$ cat config.mk
export PLATFORM = sky130hd
export DESIGN_NAME = irq_ctrl
export DESIGN_NICKNAME = d
export VERILOG_FILES = /design/src/rtl/irq_ctrl_pkg.sv /design/src/rtl/irq_vblank_det.sv /design/src/rtl/irq_regs.sv /design/src/rtl/irq_prio.sv /design/src/rtl/irq_ime.sv /design/src/rtl/irq_ctrl.sv
export SDC_FILE = /design/constraint.sdc
export NUM_CORES = 1
export LEC_CHECK = 0
export ABC_AREA = 1
export BUFFER_PORTS_ARGS = -buffer_cell sky130_fd_sc_hd__buf_2
export CAP_MARGIN = 20
export CORE_MARGIN = 8
export CORE_UTILIZATION = 45
export DETAILED_ROUTE_END_ITERATION = 16
export PLACE_DENSITY = 0.87
export SYNTH_ARGS = -nofsm -noshare
export SYNTH_HDL_FRONTEND = slang
export SYNTH_SLANG_ARGS = --single-unit
$ cat constraint.sdc
create_clock -name clk_i -period 1.72 [get_ports clk_i]
set_clock_uncertainty 0.2 [all_clocks]
set_input_delay 0 -clock clk_i [delete_from_list [all_inputs] [get_ports clk_i]]
set_output_delay 0 -clock clk_i [all_outputs]
set_load 0.01 [all_outputs]
$ cat src/rtl/irq_ctrl_pkg.sv
package irq_ctrl_pkg;
  localparam int unsigned NUM_SRC_DEF = 5;
  localparam int unsigned DATA_W_DEF  = 8;

  typedef enum logic {
    SEL_ENABLE = 1'b0,
    SEL_FLAG   = 1'b1
  } reg_sel_e;

  function automatic logic [7:0] calc_vec(input logic [7:0] base,
                                          input logic [7:0] stride,
                                          input logic [7:0] idx);
    return base + stride * idx;
  endfunction
endpackage

$ cat src/rtl/irq_vblank_det.sv
module irq_vblank_det #(
  parameter int unsigned LINE_W      = 8,
  parameter int unsigned VBLANK_LINE = 144
) (
  input  logic              clk_i,
  input  logic              rst_ni,
  input  logic [LINE_W-1:0] scanline_i,
  output logic              vblank_o
);
  localparam logic [LINE_W-1:0] LINE_HIT = LINE_W'(VBLANK_LINE);

  logic at_line_q;

  always_ff @(posedge clk_i or negedge rst_ni) begin
    if (!rst_ni) at_line_q <= 1'b0;
    else         at_line_q <= (scanline_i == LINE_HIT);
  end

  // pulse only on entry to the line
  assign vblank_o = (scanline_i == LINE_HIT) && !at_line_q;
endmodule

$ cat src/rtl/irq_regs.sv
module irq_regs #(
  parameter int unsigned NUM_SRC = 5,
  parameter int unsigned DATA_W  = 8
) (
  input  logic               clk_i,
  input  logic               rst_ni,
  input  logic               reg_wr_i,
  input  logic               reg_sel_i,
  input  logic [DATA_W-1:0]  reg_wdata_i,
  output logic [DATA_W-1:0]  reg_rdata_o,
  input  logic [NUM_SRC-1:0] set_i,
  input  logic [NUM_SRC-1:0] clr_i,
  output logic [NUM_SRC-1:0] pend_o
);
  import irq_ctrl_pkg::*;

  localparam int unsigned PAD_W = DATA_W - NUM_SRC;

  logic [DATA_W-1:0]  enable_q;
  logic [NUM_SRC-1:0] flag_q, flag_d;

  always_comb begin
    flag_d = flag_q;
    if (reg_wr_i && reg_sel_i == SEL_FLAG) flag_d = reg_wdata_i[NUM_SRC-1:0];
    flag_d = (flag_d & ~clr_i) | set_i;
  end

  always_ff @(posedge clk_i or negedge rst_ni) begin
    if (!rst_ni) begin
      enable_q <= '0;
      flag_q   <= '0;
    end else begin
      flag_q <= flag_d;
      if (reg_wr_i && reg_sel_i == SEL_ENABLE) enable_q <= reg_wdata_i;
    end
  end

  assign reg_rdata_o = (reg_sel_i == SEL_FLAG) ? {{PAD_W{1'b1}}, flag_q} : enable_q;
  assign pend_o      = enable_q[NUM_SRC-1:0] & flag_q;
endmodule

$ cat src/rtl/irq_prio.sv
module irq_prio #(
  parameter int unsigned NUM_SRC = 5,
  parameter int unsigned IDX_W   = 3
) (
  input  logic [NUM_SRC-1:0] pend_i,
  output logic [NUM_SRC-1:0] grant_o,
  output logic [IDX_W-1:0]   idx_o,
  output logic               any_o
);
  for (genvar i = 0; i < NUM_SRC; i++) begin : g_grant
    if (i == 0) begin : g_top
      assign grant_o[i] = pend_i[i];
    end else begin : g_rest
      assign grant_o[i] = pend_i[i] && !(|pend_i[i-1:0]);
    end
  end

  always_comb begin
    idx_o = '0;
    for (int i = 0; i < NUM_SRC; i++) begin
      if (grant_o[i]) idx_o = IDX_W'(i);
    end
  end

  assign any_o = |pend_i;
endmodule

$ cat src/rtl/irq_ime.sv
module irq_ime (
  input  logic clk_i,
  input  logic rst_ni,
  input  logic ei_i,
  input  logic di_i,
  input  logic step_i,
  input  logic take_i,
  output logic ime_o
);
  logic ime_q, wait_q;

  always_ff @(posedge clk_i or negedge rst_ni) begin
    if (!rst_ni) begin
      ime_q  <= 1'b0;
      wait_q <= 1'b0;
    end else if (di_i || take_i) begin
      ime_q  <= 1'b0;
      wait_q <= 1'b0;
    end else if (ei_i) begin
      wait_q <= !ime_q;
    end else if (wait_q && step_i) begin
      ime_q  <= 1'b1;
      wait_q <= 1'b0;
    end
  end

  assign ime_o = ime_q;
endmodule

$ cat src/rtl/irq_ctrl.sv
module irq_ctrl #(
  parameter int unsigned NUM_SRC     = 5,
  parameter int unsigned DATA_W      = 8,
  parameter int unsigned LINE_W      = 8,
  parameter int unsigned VBLANK_LINE = 144,
  parameter logic [7:0]  VEC_BASE    = 8'h40,
  parameter logic [7:0]  VEC_STRIDE  = 8'h08
) (
  input  logic               clk_i,
  input  logic               rst_ni,
  input  logic               reg_wr_i,
  input  logic               reg_sel_i,
  input  logic [DATA_W-1:0]  reg_wdata_i,
  output logic [DATA_W-1:0]  reg_rdata_o,
  input  logic [NUM_SRC-1:0] src_req_i,
  input  logic [LINE_W-1:0]  scanline_i,
  input  logic               ei_i,
  input  logic               di_i,
  input  logic               step_i,
  input  logic               irq_ack_i,
  output logic               irq_req_o,
  output logic [7:0]         irq_vec_o,
  output logic               ime_o
);
  import irq_ctrl_pkg::*;

  localparam int unsigned IDX_W = (NUM_SRC > 1) ? $clog2(NUM_SRC) : 1;

  logic               vblank;
  logic [NUM_SRC-1:0] set_mask, clr_mask, pend, grant;
  logic [IDX_W-1:0]   idx;
  logic               any_pend, take;

  irq_vblank_det #(.LINE_W(LINE_W), .VBLANK_LINE(VBLANK_LINE)) u_vblank (
    .clk_i, .rst_ni, .scanline_i, .vblank_o(vblank)
  );

  always_comb begin
    set_mask    = src_req_i;
    set_mask[0] = src_req_i[0] | vblank;
  end

  assign take     = irq_ack_i && irq_req_o;
  assign clr_mask = take ? grant : '0;

  irq_regs #(.NUM_SRC(NUM_SRC), .DATA_W(DATA_W)) u_regs (
    .clk_i, .rst_ni, .reg_wr_i, .reg_sel_i, .reg_wdata_i, .reg_rdata_o,
    .set_i(set_mask), .clr_i(clr_mask), .pend_o(pend)
  );

  irq_prio #(.NUM_SRC(NUM_SRC), .IDX_W(IDX_W)) u_prio (
    .pend_i(pend), .grant_o(grant), .idx_o(idx), .any_o(any_pend)
  );

  irq_ime u_ime (
    .clk_i, .rst_ni, .ei_i, .di_i, .step_i, .take_i(take), .ime_o
  );

  assign irq_req_o = ime_o && any_pend;
  assign irq_vec_o = calc_vec(VEC_BASE, VEC_STRIDE, 8'(idx));
endmodule

==> flow_summary.yaml <==
routing:
  antenna_left: 0
  drc_errors: 0
  num_vias: 1091
  dr.pass1.iters: 5
  vias_per_cell: 4.81
  drt_iter0_markers: 41
  wirelength_um: 2860
  avgRoutedWirePerCell_um: 12.6
synthesis:
  ys_warn_count: 0
  yosysSeqAreaShare_pct: 40.4
  netlist_area_um2: 992
  ys_ff_latch: 16
  ys_types: 23
  ys.flop_type: "dfrtp_1"
  syn_area_per_cell_um2: 7.52
  ys_async_sr_fraction_pct: 100
  synth_edf_count: 0
  syn_inst: 132
critical_path:
  startpoint: "u_ime.ime_o"
  startpoint_type: "register"
  crit_arrival_ns: 1.68
  crit_type: "register to register"
  r2r_cells: 6
  crit_required_ns: 1.73
  r2r_start: "u_ime.ime_o"
  cp_max_fo: 4
  end_kind: "register"
sta:
  layout_min_cycle_time_ns: 1.67
  maxSlewViolCount: 0
  finalHoldViolCount: 0
  setup_violations: 0
  fin_crit_sh_pct: 97.3
  grt_setup_unrepaired: "false"
  worst_pin_slew_ns: 0.733
  timing.setup.tns_ns: 0
  max_freq_ghz: 0.597
  slew_headroom_pct: 51.0
worst_hold_path:
  hold_path_class: "input pin to register"
  min_from: "reg_wr_i"
  min_path_cells: 3
global_route:
  grt_pass1_vias: 1034
  grt_use_total_pct: 13.9
  gr-total-overflow: 0
  antenna_found_initial: 0
  grt_pass1_wl_um: 4510
  grt_max_degree: 17
clock_tree:
  cts_buffers: 3
  root_buffer: "clkbuf_4"
  clk_pin_slew_ns: 0.09
  cts_tree: "yes"
  cts_buffer_depth: 2
  cts.sinks: 16
  htreeDepth: 1
  clk_latency_ns: 0.27
cells_and_area:
  area_growth_pct: 49.2
  mostFrequentLayoutCells: "41 x buf_2, 38 x nand2_1, 27 x dlygate4sd3_1, 17 x inv_1, 15 x dfrtp_1"
  antenna_cells: 0
  final_common_cell: "buf_2"
  drive_gt1_share_pct: 32.2
  nNetsFinal: 230
floorplan:
  die_h_um: 63.0
  core_um2: 2150
  io_pins: 47
  std_cell_rows: 17
  start_util_pct: 46.2
  die_w_um: 63.0
  dieArea_um2: 3960
placed_design:
  dp_hpwl_um: 1970
  port_buffers: 41
  finalWeightedCongestion: 0.878
power_and_ir_drop:
  power.total_uw: 955
  vdd_drop_max_v: 0.000378
  p_per_area_nw_per_um2: 646
  p_leak_nw: 0.812
run_status:
  status: "finished clean"
run:
  maxCapViolCount: 0
## power by group
part | leakage [nW] | internal [mW] | switching (mW)
Clock | 0.0138 | 0.0810 | 0.106
Sequential | 0.185 | 0.412 | 0.0267
Combinational | 0.613 | 0.157 | 0.173
Total | 0.812 | 0.650 | 0.306
## through the flow
| stage | area (um2) | setup WS (ns) | std cells | hold WS, ns | util [%] |
|---|---|---|---|---|---|
| 3_3_place_gp | 1180 | 0.453 | 196 | -0.275 | 54.9 |
| 3_5_place_dp | 1180 | 0.419 | 196 | -0.269 | 54.9 |
| 4_1_cts | 1470 | 0.0334 | 226 | 0.00999 | 68.5 |
| 6_report | 1480 | 0.0459 | 227 | 0.0232 | 68.9 |
| 2_1_floorplan | 1000 | 0.484 | 135 | -0.496 | - |
| 5_1_grt | 1480 | 0.0137 | 227 | 0.0591 | 68.9 |
## routing by layer
layer  vias to the layer above  GRT usage, %  part of all wire, %
li1                        537             -                    -
met1                       480          14.0                   39
met2                        56          24.1                   49
met3                        18          5.20                  8.4
met4                         0          7.41                  3.8
met5                         -             0                    0
## synthesized netlist by cell type (2+ instances only)
library cell | instances | area, um2
nand2_2 | 7 | 43.8
mux2_2 | 3 | 33.8
nand2_1 | 38 | 143
nor2_1 | 9 | 33.8
nand2_4 | 2 | 22.5
inv_1 | 17 | 63.8
or2_2 | 3 | 18.8
dfrtp_1 | 16 | 400
buf_6 | 2 | 22.5
a21oi_1 | 4 | 20.0
conb_1 | 2 | 7.51
o21ai_0 | 10 | 50.1
buf_4 | 5 | 37.5
nand4_1 | 5 | 31.3
## state kept, by name (all words and copies together), names as in the netlist
| signal | count |
|---|---|
| u_vblank.at_line_q | 1 |
| u_regs.enable_q | 8 |
| u_regs.flag_q | 5 |
| u_ime.ime_o | 1 |
| u_ime.wait_q | 1 |
## timing repair
action / in CTS / in global routing
endpoints found under the hold margin: 32 / 0
gates resized for setup: 0 / 1
buffers inserted: 0 / 1
setup endpoints to repair: 0 / 1
hold buffers: 27 / 0
## logic make-up (layout without fill, tap and decap cells)
kind of cell	Yosys count	after routing	synth area share, %
and+or+nand+nor	68	68	32.7
buffers and inverters	26	90	13.6
AOI/OAI and AO/OA	17	17	9.21
DFF	16	16	40.4
muxes	3	3	3.40
other	2	5	0.757
## critical path, stage by stage, from the launching register on
cell	delay, ns
dfrtp_2	0.44
inv_1	0.09
nand2_1	0.08
o31ai_1	0.08
dlygate4sd3_1	0.59
inv_1	0.04
nor2_1	0.10
## worst paths after layout
kind | endpoint | slack [ns]
setup / recovery | u_ime.wait_q | 0.05
hold / removal | u_regs.enable_q[0] | 0.02
setup reg to reg | u_ime.wait_q | 0.05
hold reg to reg | u_regs.enable_q[7] | 0.31
max in group asynchronous | u_ime.ime_o | 0.17
min in group asynchronous | u_regs.enable_q[3] | 0.65
## area by class of cell
cell class | instances | area, um2
Inverter | 18 | 70.1
Sequential cell | 16 | 402
Clock buffer | 3 | 22.5
Tap cell | 28 | 35.0
Timing Repair Buffer | 69 | 483
Multi-Input combinational cell | 93 | 468
Fill cell | 161 | 668
Power figures use the tool's default switching activity.
